**config.mk**
```make
export PLATFORM = sky130hd
export DESIGN_NAME = i2c_byte_master
export DESIGN_NICKNAME = d
export VERILOG_FILES = /design/src/rtl/i2cm_pkg.sv /design/src/rtl/i2cm_qtick.sv /design/src/rtl/i2cm_sync.sv /design/src/rtl/i2c_byte_master.sv
export SDC_FILE = /design/constraint.sdc
export NUM_CORES = 1
export LEC_CHECK = 0
export ABC_AREA = 1
export CAP_MARGIN = 20
export CORE_ASPECT_RATIO = 0.9
export CORE_MARGIN = 10
export CORE_UTILIZATION = 30
export CTS_CLUSTER_SIZE = 40
export DETAILED_ROUTE_END_ITERATION = 10
export GPL_ROUTABILITY_DRIVEN = 0
export SETUP_SLACK_MARGIN = 0.5
export SYNTH_ARGS = -nofsm -noshare
export SYNTH_HDL_FRONTEND = slang
export SYNTH_HIERARCHICAL = 1
export SYNTH_SLANG_ARGS = --single-unit
```
**constraint.sdc**
```tcl
create_clock -name clk -period 4.8 [get_ports clk]
set_input_delay 1.44 -clock clk [delete_from_list [all_inputs] [get_ports clk]]
set_output_delay 1.44 -clock clk [all_outputs]
set_load 0.02 [all_outputs]
```
**src/rtl/i2cm_pkg.sv**
```systemverilog
package i2cm_pkg;

    typedef enum logic [1:0] {
        ST_IDLE  = 2'd0,
        ST_START = 2'd1,
        ST_BIT   = 2'd2,
        ST_STOP  = 2'd3
    } seq_e;

    localparam int CB_START = 0;
    localparam int CB_STOP  = 1;
    localparam int CB_LAST  = 2;
    localparam int CB_DONE  = 4;
    localparam int CB_ACK   = 5;
    localparam int CB_BERR  = 6;
    localparam int BYTE_W   = 8;

    typedef struct packed {
        seq_e              st;
        logic [1:0]        ph;
        logic [3:0]        bitn;
        logic [BYTE_W-1:0] sh;
        logic [BYTE_W-1:0] dat;
        logic              samp;
        logic              rd;
        logic              scl_oe;
        logic              sda_oe;
        logic              req_start;
        logic              req_stop;
        logic              last_rd;
        logic              done;
        logic              ack;
        logic              berr;
        logic              pend;
        logic              pend_rd;
        logic              owned;
    } core_t;

endpackage

```
**src/rtl/i2cm_qtick.sv**
```systemverilog
module i2cm_qtick #(
    parameter int QDIV = 8
) (
    input  logic clk,
    input  logic rst_n,
    input  logic clr,
    output logic tick
);
    localparam int CW = (QDIV > 1) ? $clog2(QDIV) : 1;

    logic [CW-1:0] cnt_d, cnt_q;

    always_comb begin
        tick  = (cnt_q == CW'(QDIV - 1)) && !clr;
        cnt_d = cnt_q + CW'(1);
        if (clr || tick) cnt_d = '0;
    end

    always_ff @(posedge clk or negedge rst_n) begin
        if (!rst_n) cnt_q <= '0;
        else        cnt_q <= cnt_d;
    end
endmodule

```
**src/rtl/i2cm_sync.sv**
```systemverilog
module i2cm_sync #(
    parameter int W      = 2,
    parameter int STAGES = 2
) (
    input  logic         clk,
    input  logic         rst_n,
    input  logic [W-1:0] d,
    output logic [W-1:0] q
);
    logic [STAGES-1:0][W-1:0] s_d, s_q;

    always_comb begin
        s_d[0] = d;
        for (int i = 1; i < STAGES; i++) s_d[i] = s_q[i-1];
    end

    always_ff @(posedge clk or negedge rst_n) begin
        if (!rst_n) s_q <= '1;
        else        s_q <= s_d;
    end

    assign q = s_q[STAGES-1];
endmodule

```
**src/rtl/i2c_byte_master.sv**
```systemverilog
module i2c_byte_master
    import i2cm_pkg::*;
#(
    parameter int QDIV        = 8,
    parameter int SYNC_STAGES = 2
) (
    input  logic       clk,
    input  logic       rst_n,
    input  logic       cpu_wr,
    input  logic       cpu_rd,
    input  logic       cpu_addr,
    input  logic [7:0] cpu_wdata,
    output logic [7:0] cpu_rdata,
    input  logic       scl_in,
    input  logic       sda_in,
    output logic       scl_oe,
    output logic       sda_oe
);
    localparam logic [3:0] ACK_SLOT = 4'(BYTE_W);

    core_t c_d, c_q;
    logic  tick, scl_s, sda_s;

    i2cm_qtick #(.QDIV(QDIV)) u_tick (
        .clk  (clk),
        .rst_n(rst_n),
        .clr  (c_q.st == ST_IDLE),
        .tick (tick)
    );

    i2cm_sync #(.W(2), .STAGES(SYNC_STAGES)) u_sync (
        .clk  (clk),
        .rst_n(rst_n),
        .d    ({scl_in, sda_in}),
        .q    ({scl_s, sda_s})
    );

    always_comb begin
        c_d = c_q;

        // processor side
        if (cpu_wr && !cpu_addr) begin
            c_d.req_start = cpu_wdata[CB_START];
            c_d.req_stop  = cpu_wdata[CB_STOP];
            c_d.last_rd   = cpu_wdata[CB_LAST];
        end
        if (cpu_wr && cpu_addr) begin
            c_d.sh      = cpu_wdata;
            c_d.pend    = 1'b1;
            c_d.pend_rd = 1'b0;
            c_d.done    = 1'b0;
            c_d.berr    = 1'b0;
        end
        if (cpu_rd && cpu_addr) begin
            c_d.done = 1'b0;
            c_d.berr = 1'b0;
            if (c_q.owned) begin
                c_d.pend    = 1'b1;
                c_d.pend_rd = 1'b1;
            end
        end

        // bus sequencer: four quarters per SCL period
        if (c_q.st == ST_IDLE) begin
            if (c_q.req_start) begin
                c_d.st = ST_START; c_d.ph = 2'd0; c_d.scl_oe = 1'b1;
            end else if (c_q.pend && c_q.owned) begin
                c_d.st = ST_BIT;   c_d.ph = 2'd0; c_d.scl_oe = 1'b1;
                c_d.bitn = 4'd0;   c_d.rd = c_q.pend_rd; c_d.pend = 1'b0;
            end else if (c_q.req_stop) begin
                c_d.st = ST_STOP;  c_d.ph = 2'd0; c_d.scl_oe = 1'b1;
            end
        end else if (tick) begin
            c_d.ph = c_q.ph + 2'd1;
            case (c_q.ph)
                2'd0: begin
                    unique case (c_q.st)
                        ST_START: c_d.sda_oe = 1'b0;
                        ST_STOP:  c_d.sda_oe = 1'b1;
                        default:  c_d.sda_oe = c_q.rd
                                  ? (c_q.bitn == ACK_SLOT && !c_q.last_rd)
                                  : (c_q.bitn != ACK_SLOT && !c_q.sh[BYTE_W-1]);
                    endcase
                end
                2'd1: c_d.scl_oe = 1'b0;
                2'd2: begin
                    c_d.samp = sda_s;
                    if (c_q.st == ST_START) begin
                        if (!sda_s) c_d.berr = 1'b1;
                        c_d.sda_oe = 1'b1;
                    end else if (c_q.st == ST_STOP) begin
                        c_d.sda_oe = 1'b0;
                    end else if (!sda_s && !c_q.sda_oe &&
                                 (c_q.rd ? (c_q.bitn == ACK_SLOT) : (c_q.bitn != ACK_SLOT))) begin
                        c_d.berr = 1'b1;
                    end
                end
                default: begin
                    if (!scl_s) c_d.berr = 1'b1;
                    unique case (c_q.st)
                        ST_START: begin
                            c_d.st = ST_IDLE; c_d.req_start = 1'b0; c_d.owned = 1'b1;
                        end
                        ST_STOP: begin
                            c_d.st = ST_IDLE; c_d.req_stop = 1'b0; c_d.owned = 1'b0;
                        end
                        default: begin
                            c_d.scl_oe = 1'b1;
                            if (c_q.bitn == ACK_SLOT) begin
                                c_d.st   = ST_IDLE;
                                c_d.done = 1'b1;
                                if (c_q.rd) begin
                                    c_d.dat     = c_q.sh;
                                    c_d.last_rd = 1'b0;
                                end else begin
                                    c_d.ack = !c_q.samp;
                                end
                            end else begin
                                c_d.sh   = {c_q.sh[BYTE_W-2:0], c_q.samp};
                                c_d.bitn = c_q.bitn + 4'd1;
                            end
                        end
                    endcase
                end
            endcase
        end
    end

    always_ff @(posedge clk or negedge rst_n) begin
        if (!rst_n) c_q <= '0;
        else        c_q <= c_d;
    end

    assign scl_oe    = c_q.scl_oe;
    assign sda_oe    = c_q.sda_oe;
    assign cpu_rdata = cpu_addr ? c_q.dat
                     : {1'b0, c_q.berr, c_q.ack, c_q.done, 1'b0,
                        c_q.last_rd, c_q.req_stop, c_q.req_start};

    // SDA never moves inside a byte while SCL is released
    p_sda_moves_low_r3: assert property (@(posedge clk) disable iff (!rst_n)
        (c_q.st == ST_BIT && !$stable(c_q.sda_oe)) |-> c_q.scl_oe);

    // SDA falling with SCL high only comes from the START sequence
    p_start_edge_r2: assert property (@(posedge clk) disable iff (!rst_n)
        ($rose(c_q.sda_oe) && !c_q.scl_oe) |-> $past(c_q.st) == ST_START);

    // SDA rising with SCL high only comes from the STOP sequence
    p_stop_edge_r7: assert property (@(posedge clk) disable iff (!rst_n)
        ($fell(c_q.sda_oe) && !c_q.scl_oe) |-> $past(c_q.st) == ST_STOP);

    // data bits of a read keep SDA released while SCL is high
    p_read_release_r5: assert property (@(posedge clk) disable iff (!rst_n)
        (c_q.st == ST_BIT && c_q.rd && c_q.bitn != ACK_SLOT && c_q.ph[1]) |-> !c_q.sda_oe);

    // done only rises at the end of a byte
    p_done_from_byte_r4: assert property (@(posedge clk) disable iff (!rst_n)
        $rose(c_q.done) |-> $past(c_q.st) == ST_BIT);

    // final-read clears on its own only at the end of a byte
    p_lastrd_self_clear_r6: assert property (@(posedge clk) disable iff (!rst_n)
        ($fell(c_q.last_rd) && !$past(cpu_wr && !cpu_addr)) |-> ($past(c_q.st) == ST_BIT && c_q.done));

    // bus error rises only while a bus sequence runs
    p_berr_active_r9: assert property (@(posedge clk) disable iff (!rst_n)
        $rose(c_q.berr) |-> $past(c_q.st) != ST_IDLE);
endmodule

```
* After elaboration in Yosys (flattened, before gate mapping)
Cells that the tools add are included.
Widths: inputs -> output; s select.
** Word-level totals
- Output and inout bits :: 10
- Input port bits :: 15
- Logic and storage cells :: 139
- Bits in registers :: 44
** Cells by class
- Reduce and logical (&&, ||, !) cells :: 37
- Add/subtract/negate cells :: 3
- Eq/ne operators :: 16
- Bitwise operators :: 5
- Mux-type cells :: 57
** Operators with widths (count)
- $mux 8 :: 6
- $mux 20 :: 2
- $mux 25 :: 1
- $mux 1 :: 24
- $mux 4 :: 5
- $mux 3 :: 6
- $reduce_and 6->1 :: 3
- $mux 17 :: 1
- $reduce_and 4->1 :: 4
- $mux 12 :: 1
- $pmux 1 s2 :: 5
- $logic_and 1x1->1 :: 9
- $mux 2 :: 4
- $ne 2x1->1 const B :: 4
- $ne 4x4->1 const B :: 2
- $logic_not 1->1 :: 7
- $mux 6 :: 1
- $reduce_and 3->1 :: 2
- $reduce_bool 2->1 :: 3
- $reduce_or 2->1 :: 3
- $mux 5 :: 1
- $not 1->1 :: 5
- $add 4x1->4 const B :: 1
- $eq 2x1->1 const B :: 2
- other kinds (13) :: 16

* Longest topological paths before layout
- Depth after elaboration :: 10
- Mapped depth :: 12

* Hierarchy
The synthesis kept the hierarchy.
** By module, submodules not included
- i2c_byte_master :: cells each 253, times used 1, area each 2004.4 sq um
- i2cm_qtick :: cells each 14, times used 1, area each 136.4 sq um
- i2cm_sync :: cells each 4, times used 1, area each 105.1 sq um

* Worst setup path before layout
No wires, ideal clock.
- Kind :: in2out
- Start :: input port cpu_addr
- End :: output port cpu_rdata[2]
- Arrival time :: 2.126 ns
- Stages on the path :: 2
- Buffers on the path :: 1
- Slack :: 1.234 ns
- Required time :: 3.360 ns
- Cell sequence :: clkbuf_1 o21ai_0
** Between the ends
- Longest elaborated chain between the ends :: 1
** RTL lines
- from (decl) :: RTL line i2c_byte_master.sv:11 : input logic cpu_addr,
- $mux 8 :: RTL line i2c_byte_master.sv:136 : assign cpu_rdata = cpu_addr ? c_q.dat
- to (decl) :: RTL line i2c_byte_master.sv:13 : output logic [7:0] cpu_rdata,
No other way between the ends.

* Final worst setup path
- Start :: input port cpu_addr
- End :: output port cpu_rdata[4]
Same word-level chain as after synthesis.

==> flow_metrics.tcl <==
set metrics [dict create \
    via_per_inst 4.506 \
    antenna_found_initial 0 \
    critical_path_class "in -> out" \
    syn_avg_cell_area_sq_um 8.287 \
    drc_errors 0 \
    synthFlopType "dfrtp_1" \
    grt_pass1_wl_um 8562 \
    placed_area_sq_um 2567 \
    grt_use_total 0.08865 \
    grt_max_degree 45 \
    hold_viol 0 \
    yosys.area.top_type "dfrtp_1" \
    yosysMostFrequentCell "nand2_1" \
    switching_share 0.3339 \
    min_period_ns 4.239 \
    status "complete, no violations" \
    num-nets-final 322 \
    die_h_um 102.1 \
    yosys_warnings 6 \
    critical_path.max_fanout 15 \
    syn-num-nets 294 \
    max-vdd-ir-drop_mv 0.2130 \
    rsz0062_at_grt "true" \
    required_ns 3.36 \
    whs_ns 0.3589 \
    cts_buffers 5 \
    arrival_ns 2.80 \
    postRouteAntennaNets 0 \
    ys_top_cells_by_count "nand2_1, dfrtp_1, inv_1, o21ai_0, nor2_1" \
    grt_use_met2 0.1423 \
    n_antenna_cell 0 \
    utilization 0.3751 \
    power_mw 1.038 \
    first_pass_iters 4 \
    root_buffer "clkbuf_8" \
    power_frac_seq 0.457 \
    grt-busiest-layer "met2" \
    finalSetupViolations 0 \
    drv_slew 0 \
    cts.path.max_buffers 2 \
    synth_area_sq_um 2246 \
    internal_power_mw 0.6911 \
    die_area_sq_um 11350 \
    synth_cell_types 30 \
    rows 29 \
    met1_usage 0.1175 \
    timing.fmax_mhz 235.9 \
    wl_per_cell_um 12.37 \
    synth_area_leaders "dfrtp_1, nand2_1, inv_1" \
    final_cell_area_sq_um 2695 \
    coreArea_sq_um 7184 \
    cts_setup_buffers 0 \
    routed_wl_um 4863 \
    syn_to_final_growth_pct 20.00 \
    seq_area_frac_synth 0.4925 \
    async_flop_share 1.000 \
    vias 1771 \
    io_buffers 24 \
    clock_sinks 44 \
    worst_pin_slew_ns 0.5019 \
    layout-drive-gt1-share 0.1133 \
    die_w_um 111.2 \
    p_clk_frac 0.266 \
    dpl_worst_slack_ns 0.3197 \
    synth_edf_count 0 \
    power.switching_mw 0.3464 \
    maxSlewHeadroom 0.6634 \
    ys_ff_latch 44 \
    fin_ws_ns 0.5609 \
    hold_path.class "reg -> reg" \
    synthCells 271 \
    tritoncts "done" \
    grt_pass1_vias 1819 \
    htree_num_levels 2 \
    initial_utilization 0.3126 \
    p_per_area_nw_per_um2 385.0 \
    startpoint_type "primary input" \
    stdcell_count 393 \
    drt_iter0_markers 84 \
    cellLeakagePower_nw 1.317 \
    finalClockSkew_ns 0.01195 \
    clkSlewWorstSetupHoldPaths_ns 0.09 \
    period_share 0.8832 \
    placed_cells 384 \
    maxCapViolations 0 \
    combPwrFrac 0.277 \
    dp_hpwl_um 3727 \
    crit_path_end_kind "output port" \
    gr-total-overflow 0 \
    clk_latency_ns 0.29 \
    met3_usage 0.02460 \
    tns_ns 0 \
    yosysTopAreaCellShare 0.4457 \
    io_pins 25 \
    fillers 760 \
]
## power groups by stage
stage | Sequential (mW) | Combinational (mW) | Clock [mW]
2_1_floorplan | 0.479 | 0.195 | 0
3_3_place_gp | 0.480 | 0.283 | 0
3_5_place_dp | 0.482 | 0.289 | 0
4_1_cts | 0.475 | 0.290 | 0.287
5_1_grt | 0.483 | 0.337 | 0.298
6_report | 0.474 | 0.288 | 0.276
## path summary, 6_finish.rpt
check                      slack [ns]            end           from  cells after the start
max in group asynchronous        3.33  u_sync/s_d[2]          rst_n                      2
hold / removal                   0.36    u_sync/q[0]  u_sync/s_d[2]                      0
setup reg to reg                 2.67        c_q[16]        c_q[35]                      7
hold reg to reg                  0.36    u_sync/q[0]  u_sync/s_d[2]                      0
min in group asynchronous        0.98        c_q[23]          rst_n                      1
setup / recovery                 0.56   cpu_rdata[4]       cpu_addr                      5
## per-layer routing
layer / share of wire / up-vias
li1: - / 921
met1: 0.50 / 831
met2: 0.46 / 17
met3: 0.041 / 2
met4: 0.0019 / 0
met5: 0 / -
## flip-flops by register name, indices dropped and copies added (netlist names)
register	cells
c_q	35
u_tick/cnt_q	3
u_sync/q	2
u_sync/s_d	2
scl_oe	1
sda_oe	1
## layout by cell type, fill, tap and decap left out
| cell | instances |
|---|---|
| nor2_4 | 1 |
| nor3_4 | 1 |
| buf_2 | 1 |
| bufinv_16 | 1 |
| o21ai_0 | 24 |
| o22ai_1 | 3 |
| clkinv_2 | 1 |
| nand2_1 | 77 |
| nor2_1 | 18 |
| o21ai_1 | 7 |
| nand2_2 | 2 |
| clkdlybuf4s15_1 | 1 |
| o211ai_2 | 1 |
| a221oi_1 | 2 |
| o211ai_1 | 1 |
| nor2_2 | 1 |
| inv_2 | 4 |
| clkbuf_1 | 1 |
| o21ai_2 | 9 |
| a31oi_1 | 1 |
| nor3_1 | 2 |
| dfrtp_1 | 40 |
| clkinv_1 | 1 |
| nand3_4 | 1 |
| nand4_2 | 1 |
| a21o_1 | 1 |
| a21oi_1 | 9 |
| a32o_1 | 1 |
| buf_12 | 1 |
| inv_1 | 39 |
| ha_1 | 8 |
| nand3_1 | 7 |
| clkbuf_8 | 5 |
| a211oi_1 | 1 |
| dfstp_2 | 4 |
| clkdlybuf4s50_1 | 22 |
## what timing repair did
action,in CTS,in global routing
setup endpoints to repair,8,1
pin swaps,0,0
hold buffers,0,0
gates resized for setup,1,1
## critical path: stages
cell	delay (ns)
clkdlybuf4s15_1	0.41
inv_1	0.21
nand2_1	0.07
nand2_1	0.06
clkdlybuf4s50_1	0.60
## logic make-up (layout without fill, tap and decap cells)
| logic type | Yosys count | count (layout) | share of synthesized area |
|---|---|---|---|
| AO/OA/AOI/OAI | 60 | 60 | 0.1632 |
| adder cells (fa/ha/maj) | 8 | 8 | 0.04457 |
| AND/OR/NAND/NOR | 111 | 111 | 0.2128 |
| buffers and inverters | 48 | 77 | 0.08690 |
| flip-flops | 44 | 44 | 0.4925 |
## layout make-up
cell class                 instances  area [sq um]  area share
clock buffer                       6         72.57     0.02693
sequential                        44          1106      0.4104
timing repair buffer              25         255.2     0.09471
clock inverter                     2         35.03     0.01300
tap                               93         116.4     0.04318
multi-input combinational        179         944.7      0.3505
inverter                          44         165.2     0.06128
No activity file was read; power rests on OpenSTA's default activity.
